==> src/rtl/qr_sched_pkg.sv <==
package qr_sched_pkg;

   // origin of a new switching cycle
   typedef enum logic [1:0] {
      SRC_NONE     = 2'd0,
      SRC_VALLEY   = 2'd1,
      SRC_FALLBACK = 2'd2,
      SRC_STARTER  = 2'd3
   } start_src_e;

endpackage

==> src/rtl/qr_period_timer.sv <==
module qr_period_timer #(
   parameter int CW    = 14,
   parameter int LIMIT = 13000
) (
   input  logic          clk,
   input  logic          rst_n,
   input  logic          clear,
   input  logic          restart,
   output logic [CW-1:0] cnt
);

   localparam logic [CW-1:0] LIMIT_C = CW'(LIMIT);

   always_ff @(posedge clk or negedge rst_n) begin
      if (!rst_n) begin
         cnt <= '0;
      end else if (clear || restart) begin
         cnt <= '0;
      end else if (cnt != LIMIT_C) begin
         cnt <= cnt + 1'b1;
      end
   end

   // saturation keeps the count within its limit
   sat_limit_chk: assert property (@(posedge clk) disable iff (!rst_n)
      cnt <= LIMIT_C);

endmodule

==> src/rtl/qr_on_limiter.sv <==
module qr_on_limiter #(
   parameter int CW        = 14,
   parameter int MW        = 13,
   parameter int MAXON_CYC = 4700,
   parameter int LEB_CYC   = 40
) (
   input  logic          gate_on,
   input  logic [CW-1:0] cnt,
   input  logic          ton_trip,
   input  logic          ilim_trip,
   input  logic [MW-1:0] min_on,
   output logic          end_on
);

   localparam int XW = (CW > MW) ? CW : MW;
   localparam logic [CW-1:0] LAST_C = CW'(MAXON_CYC - 1);

   logic [XW-1:0] cnt_x;
   logic [XW-1:0] min_x;
   logic          leb_done;
   logic          min_done;

   assign cnt_x    = XW'(cnt);
   assign min_x    = XW'(min_on);
   assign min_done = (cnt_x >= min_x);

   generate
      if (LEB_CYC == 0) begin : g_no_leb
         assign leb_done = 1'b1;
      end else begin : g_leb
         localparam logic [CW-1:0] LEB_C = CW'(LEB_CYC);
         assign leb_done = (cnt >= LEB_C);
      end
   endgenerate

   always_comb begin
      end_on = 1'b0;
      if (gate_on) begin
         if (cnt == LAST_C)
            end_on = 1'b1;
         else if (leb_done && ilim_trip)
            end_on = 1'b1;
         else if (leb_done && min_done && ton_trip)
            end_on = 1'b1;
      end
   end

endmodule

==> src/rtl/qr_start_arbiter.sv <==
module qr_start_arbiter
   import qr_sched_pkg::*;
#(
   parameter int CW          = 14,
   parameter int BLANK_CYC   = 850,
   parameter int EXTRA_CYC   = 500,
   parameter int START_CYC   = 13000,
   parameter bit FALLBACK_EN = 1'b1
) (
   input  logic          clk,
   input  logic          rst_n,
   input  logic          enable,
   input  logic          gate_on,
   input  logic          valley,
   input  logic [CW-1:0] cnt,
   output start_src_e    src
);

   localparam logic [CW-1:0] BLANK_C = CW'(BLANK_CYC);
   localparam logic [CW-1:0] START_C = CW'(START_CYC);

   logic       seen_q;
   logic       restart_q;
   logic       fb_hit;
   logic       in_blank;
   logic       starting;

   assign in_blank = (cnt < BLANK_C);
   assign starting = (src != SRC_NONE);

   generate
      if (FALLBACK_EN) begin : g_fb
         localparam logic [CW-1:0] FB_C = CW'(BLANK_CYC + EXTRA_CYC);
         assign fb_hit = seen_q && (cnt == FB_C);
      end else begin : g_no_fb
         assign fb_hit = 1'b0;
      end
   endgenerate

   always_comb begin
      src = SRC_NONE;
      if (enable && !gate_on) begin
         if (cnt == START_C)
            src = SRC_STARTER;
         else if (!restart_q && valley && !in_blank)
            src = SRC_VALLEY;
         else if (!restart_q && fb_hit)
            src = SRC_FALLBACK;
      end
   end

   always_ff @(posedge clk or negedge rst_n) begin
      if (!rst_n) begin
         seen_q    <= 1'b0;
         restart_q <= 1'b1;
      end else if (!enable) begin
         seen_q    <= 1'b0;
         restart_q <= 1'b1;
      end else if (starting) begin
         seen_q    <= 1'b0;
         restart_q <= 1'b0;
      end else if (valley && in_blank) begin
         seen_q    <= 1'b1;
      end
   end


   restart_only_starter_chk: assert property (@(posedge clk) disable iff (!rst_n)
      (restart_q && starting) |-> (cnt == START_C));

endmodule

==> src/rtl/qr_cycle_sched.sv <==
module qr_cycle_sched
   import qr_sched_pkg::*;
#(
   parameter int BLANK_CYC   = 850,
   parameter int EXTRA_CYC   = 500,
   parameter int START_CYC   = 13000,
   parameter int MAXON_CYC   = 4700,
   parameter int LEB_CYC     = 40,
   parameter int MINON_W     = 13,
   parameter bit FALLBACK_EN = 1'b1
) (
   input  logic               clk,
   input  logic               rst_n,
   input  logic               enable,
   input  logic               valley_pulse,
   input  logic               ton_trip,
   input  logic               ilim_trip,
   input  logic [MINON_W-1:0] min_on_cycles,
   output logic               gate_req
);

   localparam int CW = $clog2(START_CYC + 1);
   localparam logic [CW-1:0] BLANK_C = CW'(BLANK_CYC);
   localparam logic [CW-1:0] START_C = CW'(START_CYC);
   localparam logic [CW-1:0] MAXON_C = CW'(MAXON_CYC);
   localparam logic [CW-1:0] LEB_C   = CW'(LEB_CYC);

   generate
      if (START_CYC <= BLANK_CYC + EXTRA_CYC) begin : g_bad_start
         $error("starter timeout must exceed blank plus fallback delay");
      end
      if (MAXON_CYC <= LEB_CYC) begin : g_bad_maxon
         $error("maximum on-time must exceed leading-edge blank");
      end
      if (MAXON_CYC >= START_CYC) begin : g_bad_period
         $error("maximum on-time must be shorter than starter timeout");
      end
      if (BLANK_CYC < 1 || MINON_W < 1) begin : g_bad_misc
         $error("blank and minimum on-time width must be nonzero");
      end
   endgenerate

   logic          gate_q;
   logic [CW-1:0] cnt;
   logic          end_on;
   start_src_e    src;
   logic          start_now;

   assign start_now = (src != SRC_NONE);

   qr_period_timer #(
      .CW    (CW),
      .LIMIT (START_CYC)
   ) u_timer (
      .clk     (clk),
      .rst_n   (rst_n),
      .clear   (!enable),
      .restart (start_now),
      .cnt     (cnt)
   );

   qr_start_arbiter #(
      .CW          (CW),
      .BLANK_CYC   (BLANK_CYC),
      .EXTRA_CYC   (EXTRA_CYC),
      .START_CYC   (START_CYC),
      .FALLBACK_EN (FALLBACK_EN)
   ) u_arb (
      .clk     (clk),
      .rst_n   (rst_n),
      .enable  (enable),
      .gate_on (gate_q),
      .valley  (valley_pulse),
      .cnt     (cnt),
      .src     (src)
   );

   qr_on_limiter #(
      .CW        (CW),
      .MW        (MINON_W),
      .MAXON_CYC (MAXON_CYC),
      .LEB_CYC   (LEB_CYC)
   ) u_lim (
      .gate_on   (gate_q),
      .cnt       (cnt),
      .ton_trip  (ton_trip),
      .ilim_trip (ilim_trip),
      .min_on    (min_on_cycles),
      .end_on    (end_on)
   );

   always_ff @(posedge clk or negedge rst_n) begin
      if (!rst_n)
         gate_q <= 1'b0;
      else if (!enable)
         gate_q <= 1'b0;
      else if (start_now)
         gate_q <= 1'b1;
      else if (end_on)
         gate_q <= 1'b0;
   end

   assign gate_req = gate_q && enable;


   disable_clears_chk: assert property (@(posedge clk) disable iff (!rst_n)
      !enable |=> (!gate_q && cnt == '0));


   min_period_chk: assert property (@(posedge clk) disable iff (!rst_n)
      $rose(gate_q) |-> ($past(cnt) >= BLANK_C));


   starter_fires_chk: assert property (@(posedge clk) disable iff (!rst_n)
      (enable && !gate_q && cnt == START_C) |=> gate_q);


   max_on_chk: assert property (@(posedge clk) disable iff (!rst_n)
      gate_q |-> (cnt < MAXON_C));


   ilim_ends_chk: assert property (@(posedge clk) disable iff (!rst_n)
      (gate_q && enable && ilim_trip && cnt >= LEB_C) |=> !gate_q);


   leb_hold_chk: assert property (@(posedge clk) disable iff (!rst_n)
      (gate_q && enable && cnt < LEB_C) |=> gate_q);

endmodule

==> config.mk <==
export PLATFORM = sky130hd
export DESIGN_NAME = qr_cycle_sched
export DESIGN_NICKNAME = d
export VERILOG_FILES = /design/src/rtl/qr_sched_pkg.sv /design/src/rtl/qr_period_timer.sv /design/src/rtl/qr_on_limiter.sv /design/src/rtl/qr_start_arbiter.sv /design/src/rtl/qr_cycle_sched.sv
export SDC_FILE = /design/constraint.sdc
export NUM_CORES = 1
export LEC_CHECK = 0
export ABC_AREA = 1
export BUFFER_PORTS_ARGS = -buffer_cell sky130_fd_sc_hd__buf_2
export CORE_MARGIN = 1
export CORE_UTILIZATION = 51
export DETAILED_ROUTE_END_ITERATION = 16
export GPL_ROUTABILITY_DRIVEN = 0
export PLACE_DENSITY = 0.82
export SYNTH_ARGS = -nofsm -noshare
export SYNTH_HDL_FRONTEND = slang
export SYNTH_SLANG_ARGS = --single-unit
==> constraint.sdc <==
create_clock -name clk -period 2.04 [get_ports clk]
set_input_delay 0.408 -clock clk [delete_from_list [all_inputs] [get_ports clk]]
set_output_delay 0.408 -clock clk [all_outputs]
set_load 0.02 [all_outputs]
# Word level (Yosys, flattened, before mapping)
# Cells that the tools add are included.
# word_totals
reg_bits	17
# op_classes
n_addsub	1
magnitude_cmp	3
eq_ne	7
mux	18
n_reduce_logical	17
# op_table
operator	n
$mux W14	2
$add A14 B1 Y14 const B	1
$eq A14 B11 Y1 const B	1
$eq A14 B13 Y1 const B	1
$eq A14 B14 Y1 const B	1
$ge A14 B13 Y1	1
$ge A14 B6 Y1 const B	1
$lt A14 B10 Y1 const B	1
$ne A14 B14 Y1 const B	1
$mux W1	12
$logic_and A1 B1 Y1	10
$mux W2	4
$ne A3 B1 Y1 const B	2
$logic_not A1 Y1	4
$reduce_bool A2 Y1	2
$ne A2 B1 Y1 const B	1
$logic_or A1 B1 Y1	1

# Longest topological paths before layout
# Gate-level depths: netlist of the first run.
# logic_depth
word_depth	10
ltp_mapped	13
mapped_depth_nobuf	13

# By module
# A second synthesis of the first run with hierarchy kept.
# unflattened
hier_cells	296
area_unflattened_um2	1775.5
# modules_own_cells
module	n_inst	cells_each	area_per_inst_um2	seq_area_each_um2
qr_period_timer	1	139	904.6	350.3
qr_on_limiter	1	80	456.7	0.0
qr_start_arbiter	1	68	354.1	51.3
qr_cycle_sched	1	9	60.1	25.0

# Worst setup path after synthesis of the first run
# No wires, ideal clock.
# synth_timing
path_type	register to register
startpoint	register u_timer.cnt[0]
endpoint	register u_timer.cnt[2]
arrival_time_ps	1431
slack_ps	487
stages_incl_launch_ff	11
path_buffers	1
synth_period_minus_slack_ps	1553
path_cell_list	dfrtp_1 > inv_1 > ha_1 > nand3_1 > nor3_4 > nor2_2 > nand2_2 > nand2_2 > nand2_4 > buf_8 > nor2_2
# synth_between
elab_chain_cells	10
# synth_lines
element	line	source
start: declaration	qr_period_timer.sv:9	output logic [CW-1:0] cnt
start signal: assignment	qr_period_timer.sv:20	cnt <= cnt + 1'b1;
branches (longest 10 deep; another with $lt A14 B10 Y1)	--	
# Parallel ways; which one is timed is not known. The select of a mux whose other input is x is not followed.
# A chain may end at the register's enable or synchronous reset.

# Worst setup path after layout of the first run
# layout_timing
startpoint	register u_timer.cnt[0]
endpoint	register u_timer.cnt[10]
# The elaborated chain is that of the path after synthesis.

==> qor.yml, run 1 <==
clocking:
  cts_num_sinks: 17
  htree_num_levels: 1
  insertion_delay_ps: 290
  cts_hold_buf: 0
  post_cts_buffers: 0
  clkTransAtPathRegs_ps: 100
  cts_tree: "done"
  cts_root_buffer: "clkbuf_4"
  numCtsBuffers: 3
  clock_path_buffers: 2
  postCtsResizedCells: 0
floorplanning:
  die_y_um: 56.4
  die_area_mm2: 0.00318
  fp.coreArea_mm2: 0.00278
  num_rows: 19
  die_x_um: 56.4
  start_util_pct: 54.2
  io_pins: 20
global_route:
  grt_max_degree: 18
  grt_usage_pct: 18.6
  first_global_vias: 1152
  antenna_found_initial: 0
  overflow: 0
  grt_pass1_wl_um: 4640
critical_path:
  worst-endpoint-arrival_ps: 1910
  cp.required_ps: 2220
  r2r_slack_ps: 310
  startpoint_type: "register"
  worstSetupPathType: "reg2reg"
  path_max_fanout: 15
  worstSetupEndpointType: "register"
flow_run:
  drv_cap: 0
synthesis:
  synth_edf_count: 0
  yosys-top-cells-area: "dfrtp_1, ha_1, nand2_1"
  synthArstFlopShare_pct: 100
  synth-main-ff-cell: "dfrtp_1"
  mappedNetlistArea_mm2: 0.00151
  yosys_register_bits: 17
  ys_seq_area_share_pct: 28.3
  synth_top_cell_area_share_pct: 26.6
  synth.avg_cell_area_um2: 6.92
  syn-num-nets: 253
  syn_inst: 218
  synth_area_leader_cell: "dfrtp_1"
  synth_common_cells: "nand2_1, inv_1, nor2_1"
  synth_cell_types: 24
  synth.most_common_cell: "nand2_1"
  yosys_warnings: 0
routing:
  drtIter0Drc: 31
  viasPerCell: 4.81
  wl_um: 2750
  remaining_drc_errors: 0
  vias: 1304
  wl_per_cell_um: 10.2
  dr.pass1.iters: 4
  ant_nets: 0
timing:
  hold_violations: 0
  rsz0062_at_grt: "no"
  setup_tns_ps: 0
  fin_worst_skew_ps: 1.11
  drv_slew: 0
  fin_crit_ps: 1730
  holdWs_ps: 24.2
  fin_crit_sh_pct: 85.0
  maxSlewHeadroom_pct: 74.1
  max_freq_ghz: 0.577
  setup_viol: 0
  worst_slew_pin_slew_ps: 389
pwr:
  finalPower_uw: 624
  power_density_mw_per_mm2: 377
  p_leak_uw: 0.000914
  ir_drop_uv: 342
placed_design:
  dp_hpwl_um: 2260
  place_area_mm2: 0.00163
  port_buffers: 19
layout:
  layout-drive-gt1-share_pct: 18.8
  antennaDiodeCount: 0
  syn_to_final_growth_pct: 9.71
  final_cell_area_mm2: 0.00165
  nets: 276
run_status:
  outcome: "completed"
min_path:
  min_path_type: "in2async"
-- cell usage in the layout, fill, tap and decap left out, types with 2 or more instances in the layout --
| cell | count |
|---|---|
| a21oi_1 | 4 |
| buf_2 | 19 |
| clkbuf_4 | 3 |
| dfrtp_1 | 16 |
| ha_1 | 16 |
| inv_1 | 46 |
| nand2_1 | 48 |
| nand2_2 | 2 |
| nand3_1 | 13 |
| nand4_1 | 2 |
| nor2_1 | 28 |
| nor2_2 | 13 |
| nor3_1 | 4 |
| o21ai_0 | 5 |
| xor2_1 | 10 |
-- cells by family (layout without fill, tap and decap cells) --
family | after synthesis | after routing | share of synthesized area (%)
adders and majority gates | 16 | 16 | 13.3
AOI/OAI and AO/OA | 10 | 10 | 3.49
DFF | 17 | 17 | 28.3
buffers and inverters | 48 | 70 | 12.7
and+or+nand+nor | 117 | 117 | 36.4
xor gates and xnor gates | 10 | 10 | 5.81
-- final timing paths --
path	from	to	cells after the start
min in group clk	enable	u_arb.restart_q	2
min	rst_n	u_arb.seen_q	1
max reg2reg	u_timer.cnt[0]	u_timer.cnt[10]	9
max	u_timer.cnt[0]	u_timer.cnt[10]	9
max in group asynchronous	rst_n	u_arb.restart_q	1
min reg2reg	u_arb.restart_q	u_arb.restart_q	2
-- metal layers --
layer / up-vias / part of all wire [%] / track usage, %
li1: 706 / - / -
met3: 4 / 2.5 / 2.07
met2: 27 / 46 / 31.6
met5: - / 0 / 0
met4: 0 / 0.65 / 5.92
met1: 567 / 51 / 24.6
-- flip-flops by register name, indices dropped and copies added (netlist names) --
name / flops
gate_q: 1
u_arb.restart_q: 1
u_arb.seen_q: 1
u_timer.cnt: 14
-- metrics by stage --
stage	util, %	setup WS, ps	std cells
after CTS	59.5	309	271
after global placement	58.5	413	267
after floorplan	-	487	218
after detailed placement	58.5	325	267
after global routing	59.5	162	271
final	59.5	307	271
-- area by class of cell --
cell class / instances / area (um^2)
fill: 271 / 1130
multi-input combinational: 153 / 890
sequential: 17 / 427
inverter: 47 / 176
timing repair buffer: 19 / 95.1
tap: 31 / 38.8
clock buffer: 3 / 22.5
clock inverter: 1 / 5.00
-- power breakdown --
group,switching [uW],internal (uW)
Clock,106,72.9
Sequential,8.27,343
Combinational,55.4,38.7
-- worst max-delay path: stages (launching register included) --
cell and delay, ps:
dfrtp_1 430, inv_1 120, ha_1 160, nand3_1 120
nor3_4 310, nor2_2 60, nand2_2 70, nand2_2 70
nand2_4 210, nor2_1 70
(Power assumes the default switching activity.)
==> inputs of run 2 (changes only) <==
--- a/config.mk
+++ b/config.mk
@@ -5,7 +5,7 @@
 export SDC_FILE = /design/constraint.sdc
 export NUM_CORES = 1
 export LEC_CHECK = 0
-export ABC_AREA = 1
+export ABC_AREA = 0
 export BUFFER_PORTS_ARGS = -buffer_cell sky130_fd_sc_hd__buf_2
 export CORE_MARGIN = 1
 export CORE_UTILIZATION = 51
==> constraint.sdc (replaced) <==
create_clock -name clk -period 1.75 [get_ports clk]
set_input_delay 0.35 -clock clk [delete_from_list [all_inputs] [get_ports clk]]
set_output_delay 0.35 -clock clk [all_outputs]
set_load 0.02 [all_outputs]
==> run 2 against run 1 <==
The flow now finishes with violations (setup timing). Sequential share of layout area decreased by 1.9 points. Combinational power increased by 57%. Hold slack improved by 170 ps. Clock power increased by 24%. Clock skew rose by 14 ps.
==> qor.yml, run 2 <==
run_status:
  outcome: "finished, violations left"  # was completed
  violations: "setup timing"
critical_path:
  cpMaxStageDelayCell: "or4_4"  # was dfrtp_1
  critPathBufInv: 1  # unchanged
  cp_top_family: "simple AND/OR/NAND/NOR gates"  # unchanged
  path_max_fanout: 3  # was 15
  worstSetupEndpointType: "register"  # unchanged
  slowest_delay_ps: 550  # was 430 ps
  worstSetupPathType: "reg2reg"  # unchanged
  crit_chain: "or3_4 -> or4_4 -> a21oi_4 -> buf_6 -> a21oi_2 -> o22ai_1"  # was inv_1 -> ha_1 -> nand3_1 -> nor3_4 -> nor2_2 -> nand2_2 -> nand2_2 -> nand2_4 -> nor2_1
  worst-endpoint-arrival_ps: 2240  # was 1910 ps
  cp.required_ps: 1990  # was 2220 ps
  startpoint_type: "register"  # unchanged
synthesis:
  synth_common_cells: "inv_1, dfrtp_1, ha_1"  # was nand2_1, inv_1, nor2_1
  synth_edf_count: 0  # unchanged
  syn-num-nets: 193  # was 253
  synth_top_cell_area_share_pct: 28.4  # was 26.6%
  yosys-top-cells-area: "dfrtp_1, ha_1, xor2_1"  # was dfrtp_1, ha_1, nand2_1
  syn_inst: 158  # was 218
  synthArstFlopShare_pct: 100  # unchanged
  ys_seq_area_share_pct: 30.3  # was 28.3%
  synth_area_leader_cell: "dfrtp_1"  # unchanged
  synth-main-ff-cell: "dfrtp_1"  # unchanged
  yosys_warnings: 0  # unchanged
  synth.most_common_cell: "inv_1"  # was nand2_1
  yosys_register_bits: 17  # unchanged
  mappedNetlistArea_mm2: 0.00141  # was 0.00151 mm^2
  synth_cell_types: 44  # was 24
  synth.avg_cell_area_um2: 8.92  # was 6.92 um^2
layout:
  final_common_cell: "buf_4"  # was nand2_1
  layout-drive-gt1-share_pct: 37.7  # was 18.8%
  nets: 240  # was 276
  final_cell_mix: "buf_4, buf_2, inv_1"  # was nand2_1, inv_1, nor2_1
  largest-register: "u_timer.cnt"  # unchanged
  num-fill-cells: 188  # was 271
  largest_reg_flops: 14  # unchanged
  syn_to_final_growth_pct: 26.4  # was 9.71%
  final_cell_area_mm2: 0.00178  # was 0.00165 mm^2
  final_util_pct: 70.1  # was 59.5%
  antennaDiodeCount: 0  # unchanged
  final_cells: 234  # was 271
pwr:
  intPower_uw: 558  # was 455 uW
  power_frac_comb_pct: 19.1  # was 15.1%
  ir_drop_uv: 546  # was 342 uV
  seq_power_share_pct: 52.3  # was 56.3%
  p_leak_uw: 0.000883  # was 0.000914 uW
  power_density_mw_per_mm2: 435  # was 377 mW/mm^2
  finalPower_uw: 775  # was 624 uW
  sw_frac_of_total_pct: 28.0  # was 27.1%
  p_sw_uw: 217  # was 169 uW
  p_clk_share_pct: 28.6  # about the same
timing:
  maxSlewHeadroom_pct: 46.8  # was 74.1%
  holdWs_ps: 195  # was 24.2 ps
  drv_slew: 0  # unchanged
  fin_crit_sh_pct: 114  # was 85.0%
  rsz0062_at_grt: "yes"  # was no
  max_freq_ghz: 0.501  # was 0.577 GHz
  fin_crit_ps: 2000  # was 1730 ps
  fin_worst_skew_ps: 15.0  # was 1.11 ps
  worst_slew_pin_slew_ps: 797  # was 389 ps
  setup_viol: 17  # was 0
  hold_violations: 0  # unchanged
  timing.final.ws_setup_ps: -247  # was 307 ps
floorplanning:
  die_x_um: 54.6  # was 56.4 um
  start_util_pct: 55.4  # was 54.2%
  num_rows: 18  # was 19
  die_y_um: 54.6  # was 56.4 um
  fp.coreArea_mm2: 0.00254  # was 0.00278 mm^2
  io_pins: 20  # unchanged
  die_area_mm2: 0.00298  # was 0.00318 mm^2
global_route:
  antenna_found_initial: 0  # unchanged
  grt_usage_pct: 27.1  # was 18.6%
  grt_max_degree: 18  # unchanged
  overflow: 0  # unchanged
  gr-usage-met1_pct: 34.0  # was 24.6%
  use_met2_pct: 44.8  # was 31.6%
  grt-busiest-layer: "met2"  # unchanged
  first_global_vias: 1287  # was 1152
  grt_use_met3_pct: 5.56  # was 2.07%
  grt_pass1_wl_um: 5620  # was 4640 um
routing:
  vias: 1345  # was 1304
  viasPerCell: 5.75  # was 4.81
  ant_nets: 0  # unchanged
  remaining_drc_errors: 0  # unchanged
  dr.pass1.iters: 5  # was 4
  wl_um: 3460  # was 2750 um
  drtIter0Drc: 50  # was 31
  wl_per_cell_um: 14.8  # was 10.2 um
placed_design:
  dp_hpwl_um: 2570  # was 2260 um
  post-place-cells: 225  # was 267
  place_area_mm2: 0.00167  # was 0.00163 mm^2
  port_buffers: 19  # unchanged
clocking:
  numCtsBuffers: 3  # unchanged
  cts_num_sinks: 17  # unchanged
  cts_root_buffer: "clkbuf_4"  # unchanged
  insertion_delay_ps: 310  # was 290 ps
  clkTransAtPathRegs_ps: 110  # was 100 ps
  cts_tree: "done"  # unchanged
  htree_num_levels: 1  # unchanged
  clock_path_buffers: 2  # unchanged
min_path:
  min_path_type: "in2reg"  # was in2async
flow_run:
  drv_cap: 0  # unchanged
## run 2: cell types whose count changed in the layout (fill, tap and decap cells not counted), moves of 3 or more
cell / previous run / this run
xnor2_1: 0 / 4
nand2_1: 48 / 8
nand4_1: 2 / 5
nand3_1: 13 / 7
inv_1: 46 / 18
nor2_1: 28 / 9
buf_4: 0 / 28
## run 2: power groups by stage
| stage | clock network, uW | logic (uW) | registers (uW) |
|---|---|---|---|
| after CTS | 221 | 143 | 405 |
| after floorplan | 0 | 71.5 | 414 |
| final | 221 | 148 | 405 |
| after detailed placement | 0 | 131 | 413 |
| after global placement | 0 | 125 | 412 |
| after global routing | 236 | 167 | 406 |
## run 2: final timing paths
path / startpoint / end / slack, ps / cells after the start
min: enable / u_arb.restart_q / 190 / 2
max: u_timer.cnt[10] / gate_q / -250 / 6
max in group asynchronous: rst_n / u_arb.restart_q / 950 / 2
max reg2reg: u_timer.cnt[10] / gate_q / -250 / 6
min in group asynchronous: rst_n / gate_q / 480 / 2
min reg2reg: u_arb.restart_q / u_arb.restart_q / 510 / 2
## run 2: stage by stage
step           TNS (ps)  setup slack, ps
4_1_cts           -1620             -128
5_1_grt           -3810             -289
6_report          -3180             -247
3_5_place_dp      -2820             -189
3_3_place_gp      -1790             -124
2_1_floorplan     -2880             -230
## run 2: logic make-up after synthesis
logic type,Yosys count,share of synthesized area [%]
buf+inv,26,9.67
fa+ha+maj,16,14.2
flops,17,30.3
xor+xnor,13,8.07
compound gates,23,12.0
simple gates,63,25.8
## run 2: layout make-up
class,count,area (um^2),share of cell area [%]
multi-input cells,116,897,50.3
flip-flops and latches,17,427,23.9
well taps,30,37.5,2.11
clock buffers,3,22.5,1.26
inverters,18,67.6,3.79
clock inverters,1,5.00,0.281
repair buffers,49,327,18.3
## run 2: timing repair
action                                  4_1_cts  5_1_grt
hold buffers                                  1        0
pin swaps                                     2       18
endpoints found under the hold margin        16        0
gates cloned                                  1        0
buffers inserted                              1        2
endpoints found under the setup margin       17       17
gates resized for setup                       6        5
## run 2: metal layers
layer	part of all wire [%]	vias to the layer above
met3	7.9	12
met5	0	-
li1	-	641
met4	2.1	0
met1	42	633
met2	48	59
==> inputs of run 3 (changes only) <==
--- a/config.mk
+++ b/config.mk
@@ -11,6 +11,7 @@
 export CORE_UTILIZATION = 51
 export DETAILED_ROUTE_END_ITERATION = 16
 export GPL_ROUTABILITY_DRIVEN = 0
+export GPL_TIMING_DRIVEN = 0
 export PLACE_DENSITY = 0.82
 export SYNTH_ARGS = -nofsm -noshare
 export SYNTH_HDL_FRONTEND = slang
==> run 3 against run 2 <==
The run still ends with setup timing left. Critical endpoint is now u_timer.cnt[6]. Largest cell class unchanged. Register-to-register slack worse by 90 ps. Sequential share of layout area up 0.41 points. Largest power group unchanged. Clock skew down 14 ps. Critical path type unchanged.
==> qor.yml, run 3 (synthesized netlist as in run 2, its figures left out) <==
run_status:
  outcome: "finished, violations left"  # unchanged
  violations: "setup timing"  # unchanged
clocking:
  insertion_delay_ps: 280  # was 310 ps
  clock_path_buffers: 2  # unchanged
  htree_num_levels: 1  # unchanged
  clkTransAtPathRegs_ps: 100  # was 110 ps
  cts_root_buffer: "clkbuf_4"  # unchanged
  cts_tree: "done"  # unchanged
  numCtsBuffers: 3  # unchanged
  cts_num_sinks: 17  # unchanged
critical_path:
  r2r_start: "u_timer.cnt[2]"  # was u_timer.cnt[10]
  startpoint_type: "register"  # unchanged
  cpMaxStageDelayCell: "or4_4"  # unchanged
  slowest_delay_ps: 520  # was 550 ps
  r2r_cells: 7  # was 6
  worstSetupEndpointType: "register"  # unchanged
  crit_chain: "buf_6 -> or4_4 -> a21oi_4 -> o21ai_2 -> a211o_4 -> buf_4 -> nor2_1"  # was or3_4 -> or4_4 -> a21oi_4 -> buf_6 -> a21oi_2 -> o22ai_1
  critPathBufInv: 2  # was 1
  cp_top_family: "compound AO/OA/AOI/OAI gates"  # was simple AND/OR/NAND/NOR gates
  worstSetupPathType: "reg2reg"  # unchanged
  cp.required_ps: 1960  # was 1990 ps
  r2r_slack_ps: -330  # was -250 ps
  r2r-end: "u_timer.cnt[6]"  # was gate_q
  worst-endpoint-arrival_ps: 2300  # was 2240 ps
  path_max_fanout: 6  # was 3
flow_run:
  drv_cap: 0  # unchanged
pwr:
  p_sw_uw: 207  # was 217 uW
  p_clk_share_pct: 26.7  # was 28.6%
  intPower_uw: 570  # was 558 uW
  sw_frac_of_total_pct: 26.6  # was 28.0%
  power_density_mw_per_mm2: 440  # was 435 mW/mm^2
  power_frac_comb_pct: 20.9  # was 19.1%
  ir_drop_uv: 408  # was 546 uV
  p_leak_uw: 0.000854  # was 0.000883 uW
  seq_power_share_pct: 52.3  # about the same
timing:
  worst_slew_pin_slew_ps: 467  # was 797 ps
  setup_viol: 17  # unchanged
  holdWs_ps: 247  # was 195 ps
  fin_worst_skew_ps: 1.37  # was 15.0 ps
  hold_violations: 0  # unchanged
  drv_slew: 0  # unchanged
  rsz0062_at_grt: "yes"  # unchanged
  maxSlewHeadroom_pct: 68.6  # was 46.8%
  fin_crit_ps: 2080  # was 2000 ps
  timing.final.ws_setup_ps: -335  # was -247 ps
  fin_crit_sh_pct: 119  # was 114%
  max_freq_ghz: 0.480  # was 0.501 GHz
layout:
  final_util_pct: 69.3  # was 70.1%
  final_cell_mix: "buf_2, inv_1, buf_4, ha_1, dfrtp_1"  # was buf_4, buf_2, inv_1
  final_cells: 226  # was 234
  num-fill-cells: 191  # was 188
  final_common_cell: "buf_2"  # was buf_4
  layout-drive-gt1-share_pct: 35.2  # was 37.7%
  nets: 232  # was 240
  multi_input_area_um2: 893  # was 897 um^2
  syn_to_final_growth_pct: 25.0  # was 26.4%
  largest-register: "u_timer.cnt"  # unchanged
  seq_area_um2: 429  # was 427 um^2
  antennaDiodeCount: 0  # unchanged
  final_cell_area_mm2: 0.00176  # was 0.00178 mm^2
  largest_reg_flops: 14  # unchanged
floorplanning:
  die_y_um: 54.6  # unchanged
  fp.coreArea_mm2: 0.00254  # unchanged
  num_rows: 18  # unchanged
  io_pins: 20  # unchanged
  die_x_um: 54.6  # unchanged
  start_util_pct: 55.4  # unchanged
  die_area_mm2: 0.00298  # unchanged
global_route:
  grt_usage_pct: 26.6  # was 27.1%
  first_global_vias: 1279  # was 1287
  grt_pass1_wl_um: 5580  # was 5620 um
  antenna_found_initial: 0  # unchanged
  overflow: 0  # unchanged
  grt_max_degree: 18  # unchanged
routing:
  viasPerCell: 5.92  # was 5.75
  wl_um: 3730  # was 3460 um
  ant_nets: 0  # unchanged
  drtIter0Drc: 55  # was 50
  wl_per_cell_um: 16.5  # was 14.8 um
  dr.pass1.iters: 4  # was 5
  remaining_drc_errors: 0  # unchanged
  vias: 1339  # was 1345
min_path:
  min_to: "u_arb.restart_q"  # unchanged
  hold_path_startpoint: "enable"  # unchanged
  min_path_type: "in2reg"  # unchanged
  holdPathStages: 2  # unchanged
placed_design:
  post-place-cells: 207  # was 225
  port_buffers: 19  # unchanged
  dp_hpwl_um: 2440  # was 2570 um
  place_area_mm2: 0.00154  # was 0.00167 mm^2
## run 3: changes by cell type in the layout (fill, tap and decap cells not counted), sizes merged
cell / before / now
clkbuf: 3 / 6
clkinv: 1 / 0
a211o: 3 / 2
buf: 48 / 39
## run 3: worst reg2reg max path, delay by kind of cell (launching register included)
family	cells	cell delay, ps
simple gates	2	640
buf+inv	2	300
flops	1	410
compound gates	3	670
## run 3: timing repair
action                                  CTS  global route
hold endpoints to repair                 16             0
pin swaps                                 1             5
endpoints found under the setup margin   17            17
cloned                                    0             1
hold buffers                              1             0
gates resized for setup                   7            11
buffers inserted                          8             6
## run 3: how the worst max path moves through the flow
stage,start,slack [ps],endpoint,cells past startpoint
after global placement,u_timer.cnt[8],-330,u_timer.cnt[5],8
after detailed placement,u_timer.cnt[8],-370,u_timer.cnt[2],8
after global routing,u_timer.cnt[2],-370,u_timer.cnt[6],7
after CTS,u_timer.cnt[8],-300,u_timer.cnt[2],8
after floorplan,u_timer.cnt[8],-230,u_timer.cnt[5],8
final,u_timer.cnt[2],-330,u_timer.cnt[6],7
## run 3: layout make-up
cell class / instances / area share (%)
Sequential cell: 17 / 24.3
Timing Repair Buffer: 35 / 13.3
Clock buffer: 4 / 1.49
Inverter: 18 / 3.83
Multi-Input combinational cell: 115 / 50.7
Tap cell: 30 / 2.13
Buffer: 7 / 4.19
## run 3: per-layer routing
metal	track usage, %	vias up	part of all wire, %
met5	0	-	0
met4	12.4	0	1.3
met3	3.06	10	7.1
met2	45.0	68	52
met1	33.2	636	40
li1	-	625	-
## run 3: stage by stage
stage	power, uW	setup TNS (ps)	worst slack, ps
after CTS	762	-4210	-295
after global routing	825	-5550	-372
after detailed placement	533	-5040	-372
final	776	-4730	-335
after global placement	526	-4400	-329
after floorplan	486	-2880	-230
## run 3: power by group through the flow
stage          Clock (uW)  Sequential, uW  Combinational [uW]
2_1_floorplan           0             414                71.5
3_3_place_gp            0             416                 110
3_5_place_dp            0             417                 117
4_1_cts               219             405                 138
5_1_grt               236             408                 182
6_report              207             406                 163
